[src/rtl/serial_trace_port.sv]
module serial_trace_port #(
  parameter int ADDR_W = 8,
  parameter int BYTE_W = 8
) (
  input  logic              clk,
  input  logic              rst_n,
  input  logic              bus_req,
  input  logic              bus_wr,
  input  logic [ADDR_W-1:0] bus_addr,
  input  logic [31:0]       bus_wdata,
  output logic [31:0]       bus_rdata,
  output logic              bus_ready,
  output logic              ser_clk,
  output logic              ser_dat
);
  localparam int STEPS = 2 * BYTE_W;
  localparam int CNT_W = $clog2(STEPS);
  localparam logic [CNT_W-1:0] LAST = CNT_W'(STEPS - 1);

  logic [BYTE_W-1:0] data_q;
  logic              edge_sel_q, edge_run_q, busy_q;
  logic [CNT_W-1:0]  step_q;
  logic              clk_q, dat_q;

  wire hit_data = (bus_addr[ADDR_W-1:2] == '0);
  wire hit_ctrl = (bus_addr[ADDR_W-1:2] == (ADDR_W-2)'(1));
  assign bus_ready = bus_req && !(bus_wr && hit_data && busy_q);
  wire do_wr     = bus_req && bus_wr && bus_ready;
  wire take_byte = do_wr && hit_data;
  wire set_ctrl  = do_wr && hit_ctrl;
  wire [CNT_W-1:0] step_nx = step_q + 1'b1;

  logic unused_bits;
  assign unused_bits = ^{bus_wdata[31:BYTE_W], bus_addr[1:0]};

  always_ff @(posedge clk or negedge rst_n) begin
    if (!rst_n) begin
      data_q     <= '0;
      edge_sel_q <= 1'b0;
      edge_run_q <= 1'b0;
      busy_q     <= 1'b0;
      step_q     <= '0;
      clk_q      <= 1'b1;
      dat_q      <= 1'b1;
    end else begin
      if (set_ctrl) edge_sel_q <= bus_wdata[0];
      if (take_byte) begin
        data_q     <= bus_wdata[BYTE_W-1:0];
        edge_run_q <= edge_sel_q;
        busy_q     <= 1'b1;
        step_q     <= '0;
        clk_q      <= ~edge_sel_q;
        dat_q      <= bus_wdata[0];
      end else if (busy_q) begin
        if (step_q == LAST) begin
          busy_q <= 1'b0;
          step_q <= '0;
          clk_q  <= 1'b1;
          dat_q  <= 1'b1;
        end else begin
          step_q <= step_nx;
          clk_q  <= edge_run_q ^ ~step_nx[0];
          dat_q  <= data_q[step_nx[CNT_W-1:1]];
        end
      end
    end
  end

  assign ser_clk = clk_q;
  assign ser_dat = dat_q;

  always_comb begin
    bus_rdata = '0;
    if (bus_req && !bus_wr) begin
      if (hit_data)      bus_rdata[BYTE_W-1:0] = data_q;
      else if (hit_ctrl) bus_rdata[1:0] = {busy_q, edge_sel_q};
    end
  end

  p_accept_busy_r2: assert property (@(posedge clk) disable iff (!rst_n)
    take_byte |=> busy_q && (ser_dat == $past(bus_wdata[0])));
  p_hold_fall_r4: assert property (@(posedge clk) disable iff (!rst_n)
    (busy_q && !edge_run_q && $fell(ser_clk)) |-> $stable(ser_dat));
  p_hold_rise_r5: assert property (@(posedge clk) disable iff (!rst_n)
    (busy_q && edge_run_q && $rose(ser_clk)) |-> $stable(ser_dat));
  p_idle_high_r6: assert property (@(posedge clk) disable iff (!rst_n)
    !busy_q |-> (ser_clk && ser_dat));
  p_holdoff_r7: assert property (@(posedge clk) disable iff (!rst_n)
    (bus_req && bus_wr && hit_data && busy_q) |=> $stable(data_q));
  p_ctrl_rsvd_r9: assert property (@(posedge clk) disable iff (!rst_n)
    (bus_req && !bus_wr && hit_ctrl) |-> (bus_rdata[31:2] == '0));
  p_unmapped_r11: assert property (@(posedge clk) disable iff (!rst_n)
    (bus_req && !hit_data && !hit_ctrl) |-> (bus_ready && bus_rdata == '0));
endmodule

[config.mk]
export PLATFORM = sky130hd
export DESIGN_NAME = serial_trace_port
export DESIGN_NICKNAME = d
export VERILOG_FILES = /design/src/rtl/serial_trace_port.sv
export SDC_FILE = /design/constraint.sdc
export NUM_CORES = 1
export LEC_CHECK = 0
export CAP_MARGIN = 20
export CORE_ASPECT_RATIO = 0.6
export CORE_UTILIZATION = 47
export DETAILED_ROUTE_END_ITERATION = 7
export DONT_BUFFER_PORTS = 1
export GPL_TIMING_DRIVEN = 0
export PLACE_DENSITY = 0.63
export SYNTH_ARGS = -nofsm -noshare
export SYNTH_HDL_FRONTEND = slang
export SYNTH_SLANG_ARGS = --single-unit
[constraint.sdc]
create_clock -name clk -period 4.84 [get_ports clk]
set_clock_uncertainty 0.2 [all_clocks]
set_input_delay 0.726 -clock clk [delete_from_list [all_inputs] [get_ports clk]]
set_output_delay 0.726 -clock clk [all_outputs]
set_load 0.01 [all_outputs]
# After elaboration in Yosys (flattened, before gate mapping)
# Cells that the tools add are included.
[classes]
n_addsub = 1
mul = 0
n_div = 0
order_cmp = 1
n_eq_ne = 2
shifts = 0
mux = 18
bitwise = 3
n_reduce_logical = 12
[ops]
columns = ["operator", "n"]
rows = [
  ["$mux W4", 3],
  ["$mux W1", 10],
  ["$logic_and A1 B1 Y1", 8],
  ["$mux W8", 1],
  ["$eq A6 B1 Y1 const B", 1],
  ["$logic_not A6 Y1", 1],
  ["$mux W6", 1],
  ["$add A4 B1 Y4 const B", 1],
  ["$eq A4 B4 Y1 const B", 1],
  ["$lt A3 B4 Y1 const B", 1],
  ["$mux W2", 2],
  ["$bmux W1 S3", 1],
  ["$logic_not A1 Y1", 2],
  ["$not A1 Y1", 2],
  ["$reduce_bool A2 Y1", 1],
  ["$xor A1 B1 Y1", 1],
]
[totals]
regBits = 17
latchBits = 0
mem_bits_rw = 0
romBits = 0
memories = 0

# Longest topological paths before layout
# Gate-level depths: netlist of run 1.
[logic_depth]
ltp_word = 8
mapped_depth = 5

# Least setup slack after synthesis of run 1
# OpenSTA, ideal clock, no wires.
[synth_path]
path_kind = "input to output"
start = "input bus_addr[7]"
end = "output bus_rdata[2]"
arrival_time_ns = 1.510
path_slack_ns = 2.404
stages = 4
path_cell_list = "nor3_4 nand4b_1 nor2_1 and2_1"
[synth_via]
elab_chain_len = 3
[synth_lines]
columns = ["element", "line_no", "source"]
rows = [
  ["start: declaration", "9", "input logic [ADDR_W-1:0] bus_addr,"],
  ["$logic_not A6 Y1", "25", "wire hit_data = (bus_addr[ADDR_W-1:2] == '0);"],
  ["$mux W6", "75", "if (hit_data) bus_rdata[BYTE_W-1:0] = data_q;"],
  ["$mux W8", "74", "if (bus_req && !bus_wr) begin"],
  ["end: declaration", "11", "output logic [31:0] bus_rdata,"],
]
# Every way passes these cells.

# Worst setup path in the final report of run 1
[layout_path]
start = "input bus_addr[7]"
end = "output bus_rdata[7]"
# Same word-level chain as after synthesis.

==> results of run 1 <==
state kept, by name, indices dropped and copies added, names as in the netlist:
| register | flops |
|---|---|
| edge_sel_q | 1 |
| ser_clk | 1 |
| edge_run_q | 1 |
| busy_q | 1 |
| ser_dat | 1 |
| step_q | 4 |
| data_q | 8 |
kinds of logic after synthesis:
family,share of synthesized area
buffers and inverters,0.177
AO/OA/AOI/OAI,0.0504
AND/OR/NAND/NOR,0.174
XOR/XNOR,0.0383
other,0.00328
multiplexers,0.171
adder cells (fa/ha/maj),0.0110
flip-flops,0.375
repair_timing:
item                                   CTS  global route
hold buffers                             1             0
setup buffers                            0             0
endpoints found under the hold margin   15             0
routing by layer:
layer	track usage	wire, µm	vias to the layer above
met5	0	0	-
met4	0.0924	15	0
met3	0.0767	172	2
met2	0.306	946	39
met1	0.254	1020	352
li1	-	-	367
power groups by stage:
| stage | Sequential (W) | Combinational (W) | Clock (W) |
|---|---|---|---|
| 3_5_place_dp | 0.000207 | 0.000127 | 0 |
| 4_1_cts | 0.000204 | 0.000131 | 0.000109 |
| 5_1_grt | 0.000209 | 0.000146 | 0.000115 |
| 2_1_floorplan | 0.000199 | 0.000112 | 0 |
| 6_report | 0.000204 | 0.000131 | 0.000105 |
| 3_3_place_gp | 0.000205 | 0.000124 | 0 |
Yosys cell counts:
cell type	count
mux2_4	2
nand2_1	6
nor2b_1	1
dfstp_2	2
nor2_1	4
a31o_2	1
nor4b_4	1
o21ai_0	2
nor3_4	1
and2_1	6
buf_6	1
mux2_2	8
nand4_4	1
xnor2_1	3
clkbuf_1	1
inv_1	2
a31oi_1	1
ha_1	1
buf_4	24
mux2i_1	3
o22ai_1	2
or3_1	1
a21boi_0	1
a21oi_1	1
o211ai_1	1
xor2_1	2
nand4b_1	1
and2_2	1
nand2b_1	1
conb_1	1
nand3_1	3
dfrtp_1	15
mux4_2	2
and3_1	2
path summary, 6_finish.rpt:
kind	endpoint	depth (start not counted)
max in group asynchronous	data_q[7]	1
worst min-delay path	ser_clk	0
worst min register to register	edge_run_q	1
worst max register to register	ser_dat	5
min in group clk	edge_run_q	1
worst max-delay path	bus_rdata[7]	4
final cells by class:
cell class	instances	area, µm²
clock buffer	4	45.0
fill	190	907
buffer	26	195
sequential	17	428
tap	30	37.5
timing repair buffer	1	10.0
multi-input combinational	83	598
inverter	2	7.51
cell usage in the layout, fill, tap and decap left out, types with 2 or more instances in the layout:
cell | synthesis | final
and2_1 | 6 | 6
and3_1 | 2 | 2
buf_4 | 24 | 24
clkbuf_1 | 1 | 2
clkbuf_8 | 0 | 3
conb_1 | 1 | 24
dfrtp_1 | 15 | 15
dfstp_2 | 2 | 2
inv_1 | 2 | 2
mux2_2 | 8 | 8
mux2_4 | 2 | 2
mux2i_1 | 3 | 3
mux4_2 | 2 | 2
nand2_1 | 6 | 6
nand3_1 | 3 | 3
nor2_1 | 4 | 4
o21ai_0 | 2 | 2
o22ai_1 | 2 | 2
xnor2_1 | 3 | 3
xor2_1 | 2 | 2
metrics by stage:
stage	instance area (µm²)	hold slack, ps	util	instances	total power (W)
2_1_floorplan	1230	230	-	128	0.000311
3_3_place_gp	1270	231	0.568	158	0.000330
3_5_place_dp	1270	231	0.568	158	0.000334
4_1_cts	1320	103	0.593	163	0.000444
5_1_grt	1320	96.0	0.593	163	0.000470
6_report	1320	110	0.593	163	0.000440
critical path, cell delays in order:
cell and delay [ps]:
nor3_4 250, nand4b_1 210, nor2_1 290, and2_1 230
==> summary.txt, run 1 <==
Worst skew pair latency -> 250 ps
IO buf count -> 0
Seq pwr share -> 0.465
Syn-to-layout area delta -> 15.7%
Max frequency -> 379 MHz
Internal power -> 0.000305 W
Max transition margin -> 0.530
Reg2Reg Setup Slack -> 2820 ps
Synth Instances -> 105
Startpoint class of the critical path -> primary input
HPWL after DPL -> 1680 µm
Logic pwr share -> 0.297
Total clock sinks -> 17
Num CTS Buffers -> 3
WP data required -> 3910 ps
Die Ht -> 40.2 µm
MaxCap Viol Count -> 0
All-layer global routing usage -> 0.200
RR Startpoint -> step_q[0]
Power Dens Cells -> 333 mW/mm²
First-pass GRT wire length -> 3590 µm
Register bit count reported by yosys -> 17
Global placer's final weighted congestion -> 0.792
Fin crit share -> 0.545
Vias per cell -> 4.66
Leak pwr -> 0.686 nW
Cell area after synthesis -> 0.00114 mm²
CP Class -> in2out
Clk pin slew, worst setup/hold paths -> 60 ps
Iteration count of the initial detailed-routing pass -> 4
Detailed Route WL -> 2150 µm
CP Max Fanout -> 6
# setup viols final -> 0
Max-slew violation count -> 0
Clk pwr share -> 0.239
Min-delay worst type -> in2async
Sw Share -> 0.307
PostCTS Resize Cnt -> 0
Vias in the first global route -> 772
Worst slack at placement -> 2200 ps
Initial drt markers -> 33
Total negative slack -> 0 ps
Worst-Margin Slew -> 702 ps
Row Count -> 13
Status -> finished clean
Switching pwr -> 0.000135 W
Synth top area cells -> dfrtp_1, buf_4, mux2_2, dfstp_2, mux4_2
Layout cells sized above 1 -> 0.353
Core area -> 0.00223 mm²
Die area -> 0.00264 mm²
Post-synth cell types -> 34
PnR worst setup slack -> 2200 ps
CTS tree -> done
Antenna diodes -> 0
RSZ-0062 raised after global routing -> false
DIE WIDTH -> 65.6 µm
Nets -> 179
Critical path arrival -> 1710 ps
IO Pins -> 79
Area leader, netlist -> dfrtp_1
Synth top area share -> 0.329
Initial antenna violation count -> 0
Vias -> 760
Synthesized area per cell -> 10.9 µm²
Maximum vdd drop -> 0.156 mV
Min Tclk post-route -> 2640 ps
Avg WL per Cell -> 13.2 µm
Clock buffer depth -> 2
Initial core utilization -> 0.513
Critical Path End Type -> output pin
YS warnings -> 0
Max H-tree Level -> 1
Largest net degree at the start of global routing -> 16
Sequential area share after synthesis -> 0.375
Post-route DRC violation count -> 0
Remaining antenna violation count -> 0
Global route overflow -> 0
Critical path startpoint -> bus_addr[7]
Root buf cell -> clkbuf_8
Final Hold Viols -> 0
No activity file was read; power rests on OpenSTA's default activity.
==> run 2, diff against run 1 <==
==> constraint.sdc (replaced) <==
create_clock -name clk -period 2.65 [get_ports clk]
set_clock_uncertainty 0.2 [all_clocks]
set_input_delay 0.3975 -clock clk [delete_from_list [all_inputs] [get_ports clk]]
set_output_delay 0.3975 -clock clk [all_outputs]
set_load 0.01 [all_outputs]
==> summary.txt, run 2 (synthesis gave the netlist of run 1 again) <==
Initial drt markers -> 28
RR Startpoint -> step_q[0]
Cell count of the worst hold path -> 1
Fin crit share -> 0.763
Nets -> 179
Total negative slack -> 0 ps
Root buf cell -> clkbuf_8
Worst skew pair latency -> 250 ps
Global route overflow -> 0
FF/Latch Area -> 428 µm²
Num CTS Buffers -> 3
Critical Path End Type -> flop
Min-delay worst type -> in2reg
Final total power -> 0.000804 W
Total clock sinks -> 17
PnR worst setup slack -> 627 ps
Fillers -> 190
Max frequency -> 494 MHz
Remaining antenna violation count -> 0
MaxCap Viol Count -> 0
# setup viols final -> 0
Die Ht -> 40.2 µm
Initial antenna violation count -> 0
Postcts setup bufs -> 0
Max H-tree Level -> 1
Leak pwr -> 0.686 nW
Area occupied by multi-input gates -> 598 µm²
Vias per cell -> 4.67
Biggest register -> data_q
Startpoint class of the critical path -> flop
WP data required -> 2620 ps
Core area -> 0.00223 mm²
IO Pins -> 79
R2r endpoint -> ser_dat
Max transition margin -> 0.478
Vias -> 762
Worst-Margin Slew -> 780 ps
HPWL after DPL -> 1680 µm
Max-slew violation count -> 0
Detailed Route WL -> 2150 µm
Antenna diodes -> 0
Die area -> 0.00264 mm²
Most frequent cells in the layout -> buf_4, conb_1, dfrtp_1, mux2_2
RSZ-0062 raised after global routing -> false
Global placer's final weighted congestion -> 0.792
Clock buffer depth -> 2
Iteration count of the initial detailed-routing pass -> 4
Status -> finished clean
Met3 Use GR -> 0.0767
Number of flip-flops in the largest register -> 8
Vias in the first global route -> 764
First-pass GRT wire length -> 3570 µm
Clk pin slew, worst setup/hold paths -> 60 ps
GR Util met2 -> 0.304
Row Count -> 13
All-layer global routing usage -> 0.199
Post-route DRC violation count -> 0
Worst Hold End -> data_q[4]
CP Max Fanout -> 5
Largest net degree at the start of global routing -> 18
Power Dens Cells -> 608 mW/mm²
Syn-to-layout area delta -> 15.7%
Gr busiest metal -> met2
CP Class -> reg2reg
Min Tclk post-route -> 2020 ps
Layout cells sized above 1 -> 0.353
Hold Crit Start -> bus_wdata[4]
Avg WL per Cell -> 13.2 µm
Top flop regs -> data_q (8), step_q (4)
Worst slack at placement -> 643 ps
Maximum vdd drop -> 0.284 mV
Critical path arrival -> 1990 ps
IO buf count -> 0
DIE WIDTH -> 65.6 µm
Reg2Reg Setup Slack -> 630 ps
Final Hold Viols -> 0
CTS tree -> done
Initial core utilization -> 0.513
Worst R2R Path Depth -> 5
Grt met1 use -> 0.254
[run 2: cell counts in the layout (fill, tap and decap cells not counted)]
Identical to the previous run, type by type.
[run 2: cell type report]
| cell class | instances | area share |
|---|---|---|
| buffer | 26 | 0.148 |
| clock buffer | 4 | 0.0341 |
| inverter | 2 | 0.00568 |
| multi-input combinational | 83 | 0.453 |
| sequential | 17 | 0.324 |
| tap | 30 | 0.0284 |
| timing repair buffer | 1 | 0.00758 |
[run 2: where the power goes]
group / switching [W] / internal, W / total, W / leakage [nW]
Clock: 0.0000854 / 0.000107 / 0.000192 / 0.0228
Combinational: 0.000107 / 0.000131 / 0.000239 / 0.440
Sequential: 0.0000544 / 0.000319 / 0.000373 / 0.223
Total: 0.000247 / 0.000557 / 0.000804 / 0.686
[run 2: worst max-delay path by stage]
| stage | start | to | slack [ps] | depth (start not counted) |
|---|---|---|---|---|
| final | step_q[0] | ser_dat | 630 | 5 |
| after global routing | step_q[0] | ser_dat | 520 | 5 |
| after floorplan | step_q[0] | ser_dat | 820 | 5 |
| after detailed placement | step_q[0] | ser_dat | 640 | 5 |
| after CTS | step_q[0] | ser_dat | 630 | 5 |
| after global placement | step_q[0] | ser_dat | 660 | 5 |
[run 2: metal layers]
layer | share of wire | vias to the layer above | wire length, µm
met5 | 0 | - | 0
met4 | 0.0070 | 0 | 15
met3 | 0.079 | 2 | 169
met2 | 0.44 | 38 | 942
met1 | 0.48 | 355 | 1020
li1 | - | 367 | -
[run 2: timing repair]
item | in CTS | in global routing
gates resized for setup | 0 | 0
hold buffers | 1 | 0
endpoints found under the hold margin | 17 | 0
[run 2: metrics by stage]
stage	instances	cell area, µm²	hold WS, ps	utilization
after floorplan	128	1230	-98.1	-
after global placement	158	1270	-97.6	0.568
after detailed placement	158	1270	-97.5	0.568
after CTS	163	1320	85.0	0.593
after global routing	163	1320	76.2	0.593
final	163	1320	90.8	0.593
[run 2: critical path, stage by stage, from the launching register on]
cell and delay (ps):
dfrtp_1 440, ha_1 270, xnor2_1 280, mux4_2 560
nand3_1 100, o211ai_1 90
